<file path="src/rtl/rop_pkg.sv">
package rop_pkg;

    localparam int MIX_FN_LSB  = 0;
    localparam int MIX_FN_W    = 4;
    localparam int MIX_SRC_LSB = 5;
    localparam int MIX_SRC_W   = 2;

    typedef enum logic [MIX_SRC_W-1:0] {
        SRC_BGCOL = 2'd0,
        SRC_FGCOL = 2'd1,
        SRC_XFER  = 2'd2,
        SRC_BMP   = 2'd3
    } src_e;

    typedef enum logic [MIX_FN_W-1:0] {
        FN_NOT_D    = 4'd0,
        FN_ZERO     = 4'd1,
        FN_ONE      = 4'd2,
        FN_KEEP     = 4'd3,
        FN_NOT_S    = 4'd4,
        FN_XOR      = 4'd5,
        FN_XNOR     = 4'd6,
        FN_S        = 4'd7,
        FN_NAND     = 4'd8,
        FN_NS_OR_D  = 4'd9,
        FN_S_OR_ND  = 4'd10,
        FN_OR       = 4'd11,
        FN_AND      = 4'd12,
        FN_S_AND_ND = 4'd13,
        FN_NS_AND_D = 4'd14,
        FN_NOR      = 4'd15
    } fn_e;

endpackage

</file>
<file path="src/rtl/rop_mix_regs.sv">
module rop_mix_regs #(
    parameter int NREG  = 2,
    parameter int MIX_W = 16,
    localparam int SEL_W = (NREG > 1) ? $clog2(NREG) : 1
) (
    input  logic                       clk,
    input  logic                       rst_n,
    input  logic                       wr_en,
    input  logic [SEL_W-1:0]           wr_sel,
    input  logic [MIX_W-1:0]           wr_data,
    output logic [NREG-1:0][MIX_W-1:0] mix_o
);

    logic [MIX_W-1:0] regs_d [NREG];
    logic [MIX_W-1:0] regs_q [NREG];

    for (genvar g = 0; g < NREG; g++) begin : g_reg
        always_comb begin
            regs_d[g] = regs_q[g];
            if (wr_en && (wr_sel == SEL_W'(g))) begin
                regs_d[g] = wr_data;
            end
        end

        always_ff @(posedge clk or negedge rst_n) begin
            if (!rst_n) begin
                regs_q[g] <= '0;
            end else begin
                regs_q[g] <= regs_d[g];
            end
        end

        assign mix_o[g] = regs_q[g];
    end

endmodule

</file>
<file path="src/rtl/rop_src_sel.sv">
module rop_src_sel
    import rop_pkg::*;
#(
    parameter int PIX_W = 8
) (
    input  src_e             sel,
    input  logic [PIX_W-1:0] bg_col,
    input  logic [PIX_W-1:0] fg_col,
    input  logic [PIX_W-1:0] xfer_pix,
    input  logic [PIX_W-1:0] bmp_pix,
    output logic [PIX_W-1:0] src
);

    always_comb begin
        unique case (sel)
            SRC_BGCOL: src = bg_col;
            SRC_FGCOL: src = fg_col;
            SRC_XFER:  src = xfer_pix;
            default:   src = bmp_pix;
        endcase
    end

endmodule

</file>
<file path="src/rtl/rop_logic_fn.sv">
module rop_logic_fn
    import rop_pkg::*;
#(
    parameter int PIX_W = 8
) (
    input  fn_e              fn,
    input  logic [PIX_W-1:0] s,
    input  logic [PIX_W-1:0] d,
    output logic [PIX_W-1:0] res,
    output logic             keep
);

    always_comb begin
        keep = 1'b0;
        unique case (fn)
            FN_NOT_D:    res = ~d;
            FN_ZERO:     res = '0;
            FN_ONE:      res = '1;
            FN_KEEP: begin
                res  = d;
                keep = 1'b1;
            end
            FN_NOT_S:    res = ~s;
            FN_XOR:      res = s ^ d;
            FN_XNOR:     res = ~(s ^ d);
            FN_S:        res = s;
            FN_NAND:     res = ~(s & d);
            FN_NS_OR_D:  res = ~s | d;
            FN_S_OR_ND:  res = s | ~d;
            FN_OR:       res = s | d;
            FN_AND:      res = s & d;
            FN_S_AND_ND: res = s & ~d;
            FN_NS_AND_D: res = ~s & d;
            default:     res = ~(s | d);
        endcase
    end

endmodule

</file>
<file path="src/rtl/rop_mix_unit.sv">
module rop_mix_unit
    import rop_pkg::*;
#(
    parameter int PIX_W = 8,
    parameter int MIX_W = 16
) (
    input  logic             clk,
    input  logic             rst_n,
    input  logic             reg_we,
    input  logic             reg_sel,
    input  logic [MIX_W-1:0] reg_wdata,
    output logic [MIX_W-1:0] reg_rdata,
    input  logic             px_go,
    input  logic             px_is_fg,
    input  logic [PIX_W-1:0] dst_pix,
    input  logic [PIX_W-1:0] fg_col,
    input  logic [PIX_W-1:0] bg_col,
    input  logic [PIX_W-1:0] xfer_pix,
    input  logic [PIX_W-1:0] bmp_pix,
    output logic [PIX_W-1:0] res_pix,
    output logic             res_we,
    output logic             res_vld
);

    localparam int NREG   = 2;
    localparam int IDX_BG = 0;
    localparam int IDX_FG = 1;

    typedef struct packed {
        logic [PIX_W-1:0] pix;
        logic             we;
        logic             vld;
    } out_t;

    logic [NREG-1:0][MIX_W-1:0] mix_all;
    logic [MIX_W-1:0]           fg_mix_w;
    logic [MIX_W-1:0]           bg_mix_w;
    logic [MIX_W-1:0]           act_mix;
    src_e                       act_src;
    fn_e                        act_fn;
    logic [PIX_W-1:0]           src_byte;
    logic [PIX_W-1:0]           fn_res;
    logic                       fn_keep;
    out_t                       out_d;
    out_t                       out_q;

    rop_mix_regs #(
        .NREG  (NREG),
        .MIX_W (MIX_W)
    ) u_regs (
        .clk     (clk),
        .rst_n   (rst_n),
        .wr_en   (reg_we),
        .wr_sel  (reg_sel),
        .wr_data (reg_wdata),
        .mix_o   (mix_all)
    );

    assign fg_mix_w  = mix_all[IDX_FG];
    assign bg_mix_w  = mix_all[IDX_BG];
    assign reg_rdata = reg_sel ? fg_mix_w : bg_mix_w;

    always_comb begin
        act_mix = px_is_fg ? fg_mix_w : bg_mix_w;
        act_src = src_e'(act_mix[MIX_SRC_LSB +: MIX_SRC_W]);
        act_fn  = fn_e'(act_mix[MIX_FN_LSB +: MIX_FN_W]);
    end

    rop_src_sel #(
        .PIX_W (PIX_W)
    ) u_src (
        .sel      (act_src),
        .bg_col   (bg_col),
        .fg_col   (fg_col),
        .xfer_pix (xfer_pix),
        .bmp_pix  (bmp_pix),
        .src      (src_byte)
    );

    rop_logic_fn #(
        .PIX_W (PIX_W)
    ) u_fn (
        .fn   (act_fn),
        .s    (src_byte),
        .d    (dst_pix),
        .res  (fn_res),
        .keep (fn_keep)
    );

    always_comb begin
        out_d     = out_q;
        out_d.vld = px_go;
        out_d.we  = px_go && !fn_keep;
        if (px_go) begin
            out_d.pix = fn_res;
        end
    end

    always_ff @(posedge clk or negedge rst_n) begin
        if (!rst_n) begin
            out_q <= '0;
        end else begin
            out_q <= out_d;
        end
    end

    assign res_pix = out_q.pix;
    assign res_we  = out_q.we;
    assign res_vld = out_q.vld;

endmodule

</file>
<file path="config.mk">
export PLATFORM = sky130hd
export DESIGN_NAME = rop_mix_unit
export DESIGN_NICKNAME = d
export VERILOG_FILES = /design/src/rtl/rop_pkg.sv /design/src/rtl/rop_mix_regs.sv /design/src/rtl/rop_src_sel.sv /design/src/rtl/rop_logic_fn.sv /design/src/rtl/rop_mix_unit.sv
export SDC_FILE = /design/constraint.sdc
export NUM_CORES = 1
export LEC_CHECK = 0
export BUFFER_PORTS_ARGS = -buffer_cell sky130_fd_sc_hd__buf_2
export CAP_MARGIN = 20
export CORE_MARGIN = 8
export CORE_UTILIZATION = 54
export DETAILED_ROUTE_END_ITERATION = 8
export PLACE_DENSITY = 0.91
export SLEW_MARGIN = 20
export SYNTH_ARGS = -nofsm -noshare
export SYNTH_HDL_FRONTEND = slang
export SYNTH_SLANG_ARGS = --single-unit
</file>
<file path="constraint.sdc">
create_clock -name clk -period 3.5 [get_ports clk]
set_input_delay 0.35 -clock clk [delete_from_list [all_inputs] [get_ports clk]]
set_output_delay 0.35 -clock clk [all_outputs]
set_load 0.02 [all_outputs]
</file>
==> metrics.txt <==
DRC 0; Synth Cell Area 0.00380 sq mm; antenna-violating nets left 0; PwrDens 455 mW/mm^2; antenna diode count 0; mean number of vias per cell 6.62; PostCTS Resize Cnt 0; Ports 88; number of hold buffers added after CTS 0; gr usage total a little under a quarter; largest net degree at the start of global routing 43; die height 99.9 microns; First-pass DRT Iterations 8; fillers 521; CP Cell Sequence mux2i_2 -> mux4_2 -> ha_1 -> nor2_1 -> a221oi_1 -> a211oi_1 -> a2111oi_0 -> a31oi_1; CP max stage delay 640 ps; critical path type reg2reg; leading post-synthesis cells by cell area dfrtp_1 (28%), mux2_2 (15%), ha_1 (11%); clock root cell clkbuf_8; Die ar. roughly 0.010 sq mm; Max VDD drop 0.323 mV; Slew Viols, Final 0; commonest cells after routing, fill and taps aside buf_2 (86), mux2_2 (52), dfrtp_1 (42), ha_1 (32), nand2_1 (31); register area approximately 0.0011 sq mm; CP bufs+invs 0; final count of hold timing violations 0; static leakage 1.97 nW; type of element launching the critical path register; share of layout cells above drive strength 1 35.2%; Combinational Power Share between 40% and 50%; Final #Nets 567; Syn Area/Cell between 9 and 10 sq um; Num CTS Buffers 5; WL/cell 20.6 microns; vias in the first global route 3888; Yosys cell types 56; status complete, no violations; Fmax achieved 0.329 GHz; RSZ-0062 raised after global routing no; # Post-CTS Setup Buffers 0; async set-reset flop share out of synthesis 100%; first-pass GRT wire length 18900 microns; Slowest-stage cell, CP mux4_2; Worst Setup End Kind register; max-cap check violation count 0; Post-DP HPWL 8470 microns; Vias 3772; Final setup viols 0; Crit Path Max Fanout 5; clk_lat worst skew ~320 ps; row count 30; Slew HR 44.0%; most common cell after layout, fill and taps aside buf_2; Placer Congestion 0.928; Final Cycle Share 86.9%; crit path DAT 3230 ps; initial antenna violation count 0; Multi-input gate area 0.00253 sq mm; clk sink count between 40 and 50; Max clock buf depth 2; Int Power ~1.1 mW; Clk pin slew, worst setup/hold paths about 100 ps; CTS tree done; Iter 0 DRT Violations 600; post-route minimum period 3040 ps; grt ovf 0; Post-synth EDFFs 0; classification of the worst-slack hold path in2async; delay-heaviest family, CP multiplexers; # port buffers 87; Area Growth Syn to Fin 15.0%; setup TNS 0 ps; flop and latch count out of synthesis 42; Worst Max-Slew Pin Slew ~840 ps; Psw 0.869 mW; core area 0.00679 sq mm; Seq/Total Area, Yosys 27.6%; Yosys top cell area share 27.6%; Main synth FF type dfrtp_1; Data required, critical path 3690 ps; Initial Utilization 56.0%; Clock Power Share 18.2%; Seq pwr share 33.5%; switching share of power 43.7%; synthesized net count 496; total power 1.99 mW; Die X between 90 and 100 microns; wirelength, routed 11800 microns; H-tree Lvls 2; Mapped Cells between 400 and 500; cell taking the most area after synthesis dfrtp_1; Yosys warning total 0; clock skew 9.36 ps
[registers in the layout (all words and copies together) (netlist names)]
register and flops:
u_regs.mix_o 32, res_we 1, res_pix 8, res_vld 1
[routing by layer]
layer | vias to the layer above | part of all wire (%) | track usage, %
li1 | 1639 | - | -
met1 | 1781 | 37 | 26.7
met2 | 291 | 47 | 38.2
met3 | 61 | 12 | 7.47
met4 | 0 | 3.7 | 10.8
met5 | - | 0 | 0
[final timing paths]
path	from	end	slack, ps	cells past startpoint
setup / recovery	u_regs.mix_o[5]$_DFFE_PN0P_	res_pix[6]$_DFFE_PN0P_	460	8
hold / removal	rst_n	res_pix[0]$_DFFE_PN0P_	20	1
setup reg to reg	u_regs.mix_o[5]$_DFFE_PN0P_	res_pix[6]$_DFFE_PN0P_	460	8
hold reg to reg	u_regs.mix_o[12]$_DFFE_PN0P_	u_regs.mix_o[12]$_DFFE_PN0P_	510	1
max in group asynchronous	rst_n	u_regs.mix_o[28]$_DFFE_PN0P_	3080	1
min in group clk	reg_wdata[10]	u_regs.mix_o[26]$_DFFE_PN0P_	280	2
[area by class of cell]
class / count / share of cell area [%]
multi-input cells: 309 / 57.9
well taps: 96 / 2.74
clock buffers: 5 / 1.57
clock inverters: 3 / 0.600
flip-flops and latches: 42 / 24.0
inverters: 19 / 1.63
repair buffers: 96 / 11.5
[power groups by stage]
stage	clock, mW	sequential (mW)	combinational [mW]
3_3_place_gp	0	0.665	0.895
2_1_floorplan	0	0.662	0.661
4_1_cts	0.356	0.663	0.943
6_report	0.362	0.667	0.962
3_5_place_dp	0	0.673	0.933
5_1_grt	0.372	0.679	1.03
[synthesized netlist by cell type, types with 3 or more instances]
library cell	instances
mux2_2	52
dfrtp_1	42
ha_1	32
nand2_1	31
a21oi_1	19
inv_1	19
nor2_1	19
clkbuf_1	18
mux2i_1	18
o21ai_0	15
o22ai_1	15
buf_2	11
nor3_1	11
a31oi_1	6
a32oi_1	6
xnor2_1	6
and3_1	5
nor2b_1	5
o211ai_1	5
a2111oi_0	4
a211oi_1	4
a221oi_1	4
mux4_2	4
o221ai_1	4
nand4_1	3
o311ai_0	3
[per-stage QoR]
stage	instance area, sq um	utilization [%]	setup WS (ps)	hold WS, ps	std cells
after floorplan	3800	-	728	54.4	402
after global placement	4280	63.0	523	481	562
after detailed placement	4280	63.0	382	493	562
after CTS	4370	64.4	539	224	570
after global routing	4380	64.4	279	71.1	570
final	4380	64.4	457	16.3	570
[cell families (layout without fill, tap and decap cells)]
kind of cell	after synthesis	in the layout	synth area share [%]
mux	77	77	24.1
buf+inv	51	123	5.79
fa+ha+maj	32	32	10.5
flops	42	42	27.6
compound gates	101	101	18.1
simple gates	91	91	12.0
xor+xnor	8	8	1.84
Power figures use the tool's default switching activity.
